### src/rtl/flag_pkg.sv
package flag_pkg;
  localparam int REG_CNT = 8;
  localparam int SEL_W   = $clog2(REG_CNT);
  localparam int ADDR_W  = SEL_W + 2;

  localparam int IDX_FLAG  = 0;
  localparam int IDX_MASKA = 1;
  localparam int IDX_MASKB = 2;
  localparam int IDX_DIR   = 3;
  localparam int IDX_INEN  = 4;
  localparam int IDX_EDGE  = 5;
  localparam int IDX_BOTH  = 6;
  localparam int IDX_POL   = 7;

  typedef enum logic [1:0] {
    OP_WRITE  = 2'd0,
    OP_SET    = 2'd1,
    OP_CLEAR  = 2'd2,
    OP_TOGGLE = 2'd3
  } regOp_e;

  typedef struct packed {
    logic [REG_CNT-1:0] load;
    logic [REG_CNT-1:0] set;
    logic [REG_CNT-1:0] clr;
    logic [REG_CNT-1:0] tgl;
  } flagStb_t;
endpackage

### src/rtl/flag_ctrl.sv
module flag_ctrl
  import flag_pkg::*;
(
  input  logic              wrEn,
  input  logic [ADDR_W-1:0] wrAddr,
  input  logic [ADDR_W-1:0] rdAddr,
  output flagStb_t          stb,
  output logic [SEL_W-1:0]  rdSel
);
  logic [SEL_W-1:0] wrSel;
  regOp_e           wrOp;

  assign wrSel = wrAddr[ADDR_W-1:2];
  assign wrOp  = regOp_e'(wrAddr[1:0]);
  assign rdSel = rdAddr[ADDR_W-1:2];

  always_comb begin
    stb = '0;
    if (wrEn) begin
      unique case (wrOp)
        OP_WRITE:  stb.load[wrSel] = 1'b1;
        OP_SET:    stb.set[wrSel]  = 1'b1;
        OP_CLEAR:  stb.clr[wrSel]  = 1'b1;
        OP_TOGGLE: stb.tgl[wrSel]  = 1'b1;
        default:   stb = '0;
      endcase
    end
  end
endmodule

### src/rtl/flag_datapath.sv
module flag_datapath
  import flag_pkg::*;
#(
  parameter int W           = 16,
  parameter int SYNC_STAGES = 2
) (
  input  logic             clk,
  input  logic             rstN,
  input  flagStb_t         stb,
  input  logic [W-1:0]     wrData,
  input  logic [SEL_W-1:0] rdSel,
  input  logic [W-1:0]     pinIn,
  output logic [W-1:0]     rdData,
  output logic [W-1:0]     pinOut,
  output logic [W-1:0]     pinOe,
  output logic             irqA,
  output logic             irqB
);
  logic [W-1:0] regQ   [REG_CNT];
  logic [W-1:0] swNext [REG_CNT];
  logic [W-1:0] regNext[REG_CNT];
  logic [W-1:0] syncQ  [SYNC_STAGES];
  logic [W-1:0] prevQ;

  logic [W-1:0] flagQ, dirQ, inEnQ, edgeQ, bothQ, polQ;
  logic [W-1:0] inVal, levelVal, levelSel, edgeSel, evt, flagNext;

  assign flagQ = regQ[IDX_FLAG];
  assign dirQ  = regQ[IDX_DIR];
  assign inEnQ = regQ[IDX_INEN];
  assign edgeQ = regQ[IDX_EDGE];
  assign bothQ = regQ[IDX_BOTH];
  assign polQ  = regQ[IDX_POL];

  // software update of every register through its four aliases
  always_comb begin
    for (int r = 0; r < REG_CNT; r++) begin
      if (stb.load[r])      swNext[r] = wrData;
      else if (stb.set[r])  swNext[r] = regQ[r] | wrData;
      else if (stb.clr[r])  swNext[r] = regQ[r] & ~wrData;
      else if (stb.tgl[r])  swNext[r] = regQ[r] ^ wrData;
      else                  swNext[r] = regQ[r];
    end
  end

  // input synchroniser chain
  always_ff @(posedge clk or negedge rstN) begin
    if (!rstN) begin
      for (int s = 0; s < SYNC_STAGES; s++) syncQ[s] <= '0;
      prevQ <= '0;
    end else begin
      syncQ[0] <= pinIn;
      for (int s = 1; s < SYNC_STAGES; s++) syncQ[s] <= syncQ[s-1];
      prevQ <= inVal;
    end
  end

  assign inVal    = syncQ[SYNC_STAGES-1] & inEnQ;
  assign levelVal = inEnQ & (syncQ[SYNC_STAGES-1] ^ polQ);
  assign levelSel = ~dirQ & ~edgeQ;
  assign edgeSel  = ~dirQ & edgeQ;

  // per-pin edge detector
  genvar b;
  generate
    for (b = 0; b < W; b++) begin : g_edge
      logic rise, fall;
      assign rise   = inVal[b] & ~prevQ[b];
      assign fall   = ~inVal[b] & prevQ[b];
      assign evt[b] = bothQ[b] ? (rise | fall) : (polQ[b] ? fall : rise);
    end
  endgenerate

  assign flagNext = (levelSel & levelVal)
                  | (~levelSel & (swNext[IDX_FLAG] | (edgeSel & evt)));

  always_comb begin
    for (int r = 0; r < REG_CNT; r++) regNext[r] = swNext[r];
    regNext[IDX_FLAG] = flagNext;
  end

  always_ff @(posedge clk or negedge rstN) begin
    if (!rstN) begin
      for (int r = 0; r < REG_CNT; r++) regQ[r] <= '0;
    end else begin
      for (int r = 0; r < REG_CNT; r++) regQ[r] <= regNext[r];
    end
  end

  assign rdData = regQ[rdSel];
  assign pinOe  = dirQ;
  assign pinOut = flagQ & dirQ;
  assign irqA   = |(flagQ & regQ[IDX_MASKA]);
  assign irqB   = |(flagQ & regQ[IDX_MASKB]);
endmodule

### src/rtl/flag_io_unit.sv
module flag_io_unit
  import flag_pkg::*;
#(
  parameter int W           = 16,
  parameter int SYNC_STAGES = 2
) (
  input  logic              clk,
  input  logic              rstN,
  input  logic              wrEn,
  input  logic [ADDR_W-1:0] wrAddr,
  input  logic [W-1:0]      wrData,
  input  logic [ADDR_W-1:0] rdAddr,
  output logic [W-1:0]      rdData,
  input  logic [W-1:0]      pinIn,
  output logic [W-1:0]      pinOut,
  output logic [W-1:0]      pinOe,
  output logic              irqA,
  output logic              irqB
);
  flagStb_t         stb;
  logic [SEL_W-1:0] rdSel;

  flag_ctrl u_ctrl (
    .wrEn   (wrEn),
    .wrAddr (wrAddr),
    .rdAddr (rdAddr),
    .stb    (stb),
    .rdSel  (rdSel)
  );

  flag_datapath #(.W(W), .SYNC_STAGES(SYNC_STAGES)) u_dp (
    .clk    (clk),
    .rstN   (rstN),
    .stb    (stb),
    .wrData (wrData),
    .rdSel  (rdSel),
    .pinIn  (pinIn),
    .rdData (rdData),
    .pinOut (pinOut),
    .pinOe  (pinOe),
    .irqA   (irqA),
    .irqB   (irqB)
  );
endmodule

### config.mk
export PLATFORM = sky130hd
export DESIGN_NAME = flag_io_unit
export DESIGN_NICKNAME = d
export VERILOG_FILES = /design/src/rtl/flag_pkg.sv /design/src/rtl/flag_ctrl.sv /design/src/rtl/flag_datapath.sv /design/src/rtl/flag_io_unit.sv
export SDC_FILE = /design/constraint.sdc
export NUM_CORES = 1
export LEC_CHECK = 0
export BUFFER_PORTS_ARGS = -buffer_cell sky130_fd_sc_hd__clkbuf_2
export CORE_MARGIN = 2
export CORE_UTILIZATION = 36
export DETAILED_ROUTE_END_ITERATION = 8
export GPL_TIMING_DRIVEN = 0
export PLACE_DENSITY = 0.58
export SYNTH_ARGS = -nofsm -noshare
export SYNTH_HDL_FRONTEND = slang
export SYNTH_SLANG_ARGS = --single-unit
### constraint.sdc
create_clock -name clk -period 1.6 [get_ports clk]
set_clock_uncertainty 0.05 [all_clocks]
set_input_delay 0.08 -clock clk [delete_from_list [all_inputs] [get_ports clk]]
set_output_delay 0.08 -clock clk [all_outputs]
set_load 0.01 [all_outputs]
==> results.yml <==
final_layout:
  final_area_um2: 20000
  n_fill_cell: 4173
  num_antenna_cells: 0
  drive_above_1_share: 0.317
  layout.nets: 2241
  layout_commonest_cell: "ha_1"
  final_core_util: 0.450
  final-seq-area_um2: 4510
  multi_input_area_um2: 10900
  most-common-layout-cells: "ha_1, inv_1, nand2_1"
  area_growth_pct: 22.9
critical_path:
  critical_path.top_delay_family: "multiplexers"
  crit_arrival_ps: 1880
  start_kind: "flop"
  worstSetupPathType: "flop to output pin"
  crit_chain: "mux4_2, mux2_4, buf_6"
  r2r_start: "u_dp.flagQ[0]"
  crit_required_ps: 1470
  cp_max_fo: 2
  crit_path_start: "u_dp.polQ[1]"
  critical_path_buf_inv_count: 1
  path_depth: 3
  reg2reg_to: "u_dp.flagQ[0]"
  r2r_slack_ps: -170
  cp_slowest_cell: "mux4_2"
  endpoint_kind: "output pin"
  reg2reg_depth: 6
  cpPeakStageDelay_ps: 540
route:
  ant_nets: 0
  viasPerCell: 6.17
  drcViolationCount: 0
  wire_per_inst_um: 25.9
  vias: 15500
  drtPass1Iterations: 8
  finalWirelength_um: 65100
  drt_iter0_drc: 1768
run:
  max_cap_violations: 0
clock_tree:
  cts_buffers: 17
  tritoncts: "built"
  cts_buffer_depth: 2
  clock_latency_ps: 480
  clock-sinks: 176
  clk_pin_slew_ps: 70
  cts_root_buf: "clkbuf_16"
  ctsHtreeMaxLevel: 4
power:
  power.total_w: 0.0246
  max-vdd-ir-drop_uv: 910
  power_density_nw_per_um2: 1230
  p_leak_nw: 9.61
logic_synthesis:
  synth_compound_area_frac: 0.204
  synth_top_family_by_area: "adder cells"
  synth-seq-area-share: 0.271
  synth_top_area_cell: "dfrtp_1"
  ys_async_sr_fraction: 1.00
  synth_fp_nets: 2000
  synthFlopType: "dfrtp_1"
  netlist_area_um2: 16300
  ys_warn_count: 0
  synthSimpleGateAreaFrac: 0.121
  synth_seq_cells: 176
  synth-adder-area-share: 0.222
  ys_types: 45
  synthMuxAreaShare: 0.0826
  synth_edf_count: 0
  synth_top_area_frac: 0.271
  syn_inst: 1667
  synthTopCellsByArea: "dfrtp_1, ha_1, mux4_2, a211o_1, o221ai_1"
  synthXorXnorAreaFrac: 0.00862
  avgSynthCellArea_um2: 9.75
timing:
  rsz0062_at_grt: "yes"
  hold_viol: 0
  post-route-period-util: 1.25
  fin_ws_ps: -407
  finalCriticalPeriod_ps: 2010
  fmax_mhz: 498
  slew_headroom: 0.372
  setup_violations: 27
  worst_pin_slew_ps: 942
  maxSlewViolCount: 0
grt:
  grt_pass1_vias: 14900
  grt_max_degree: 94
  grt_overflow: 0
  antenna_found_initial: 0
  gr-usage-all-layers: 0.277
  grt_pass1_wl_um: 97200
worst_hold_path:
  min_from: "wrData[15]"
  hold_end: "u_dp.regQ[95]"
  hold_path_class: "input pin to flop"
  hold_path_depth: 4
floorplan:
  fp-row-count: 77
  fp.dieH_um: 217
  coreArea_um2: 44400
  die_w_um: 217
  dieArea_um2: 46900
  start_util: 0.366
  ios: 95
status:
  violations: "negative setup slack"
  outcome: "complete, but fails checks"
placement:
  port_buffers: 86
  globalplace.congestion: 0.968
  place_hpwl_um: 47100
  postPlaceCellArea_um2: 17500
-- what timing repair did --
item / 4_1_cts / 5_1_grt
resized for setup: 185 / 124
endpoints found under the hold margin: 113 / 0
setup endpoints to repair: 88 / 130
pin swaps: 16 / 32
hold buffers: 19 / 0
setup buffers: 91 / 32
-- flip-flops by register name (all words and copies together), names as in the netlist --
signal and cells:
u_dp.bothQ 16, u_dp.edgeQ 16, u_dp.flagQ 16, u_dp.inEnQ 16, u_dp.pinOe 16, u_dp.polQ 16, u_dp.prevQ 16, u_dp.regQ 32
u_dp.syncQ 32
-- cells by family (layout without fill, tap and decap cells) --
group | Yosys count | count (layout)
compound gates | 408 | 408
simple gates | 375 | 375
buf+inv | 331 | 584
fa+ha+maj | 288 | 288
flops | 176 | 176
mux | 73 | 73
xor+xnor | 16 | 16
-- power by group --
| part | internal [W] | switching, W |
|---|---|---|
| Sequential | 0.00584 | 0.00148 |
| Clock | 0.00223 | 0.00213 |
| Combinational | 0.00602 | 0.00688 |
-- stage by stage --
stage	TNS [ps]	instances	hold WS, ps	worst slack (ps)
2_1_floorplan	0	1667	-266	63.4
3_3_place_gp	-697380	2345	139	-3610
3_5_place_dp	-70220	2346	140	-750
4_1_cts	-6590	2487	103	-399
5_1_grt	-7570	2512	125	-408
6_report	-6930	2512	95.0	-407
-- layer usage --
| metal | vias to the layer above | share of wire | track usage |
|---|---|---|---|
| li1 | 6646 | - | - |
| met1 | 7911 | 0.44 | 0.385 |
| met2 | 794 | 0.45 | 0.424 |
| met3 | 139 | 0.077 | 0.0422 |
| met4 | 0 | 0.040 | 0.126 |
| met5 | - | 0 | 0 |
-- final cells by class --
cell class / count / area share
Buffer: 139 / 0.0407
Clock buffer: 20 / 0.0229
Clock inverter: 11 / 0.00533
Inverter: 192 / 0.0387
Multi-Input combinational cell: 1160 / 0.545
Sequential cell: 176 / 0.226
Tap cell: 592 / 0.0371
Timing Repair Buffer: 222 / 0.0851
-- synthesized netlist by cell type (2+ instances only) --
cell type,count
a211o_1,112
a211oi_1,128
a21oi_1,16
a221oi_1,8
a32oi_1,15
and3_1,112
buf_2,47
buf_4,42
buf_6,4
clkbuf_1,45
dfrtp_1,176
ha_1,288
inv_1,192
mux2_2,9
mux2i_1,16
mux4_2,48
nand2_1,159
nand2_2,8
nand2b_1,3
nand3_1,34
nand4_1,2
nor2_1,26
nor2_4,10
nor2b_1,2
nor3_2,2
nor3_4,3
o21ai_0,8
o221ai_1,110
o221ai_2,2
o22ai_1,8
or3_1,3
xor2_1,16
-- worst max-delay path by stage --
| stage | end | slack [ps] |
|---|---|---|
| 2_1_floorplan | u_dp.flagQ[0] | 60 |
| 3_3_place_gp | u_dp.regQ[105] | -3610 |
| 3_5_place_dp | u_dp.edgeQ[12] | -750 |
| 4_1_cts | rdData[1] | -400 |
| 5_1_grt | rdData[3] | -410 |
| 6_report | rdData[1] | -410 |
-- worst register-to-register path, stage by stage (launching register included) --
cell and delay (ps):
dfrtp_2 440, buf_8 160, inv_4 70, ha_4 190, mux4_2 450, mux2i_1 200, a21oi_1 100
Power figures use the tool's default switching activity.
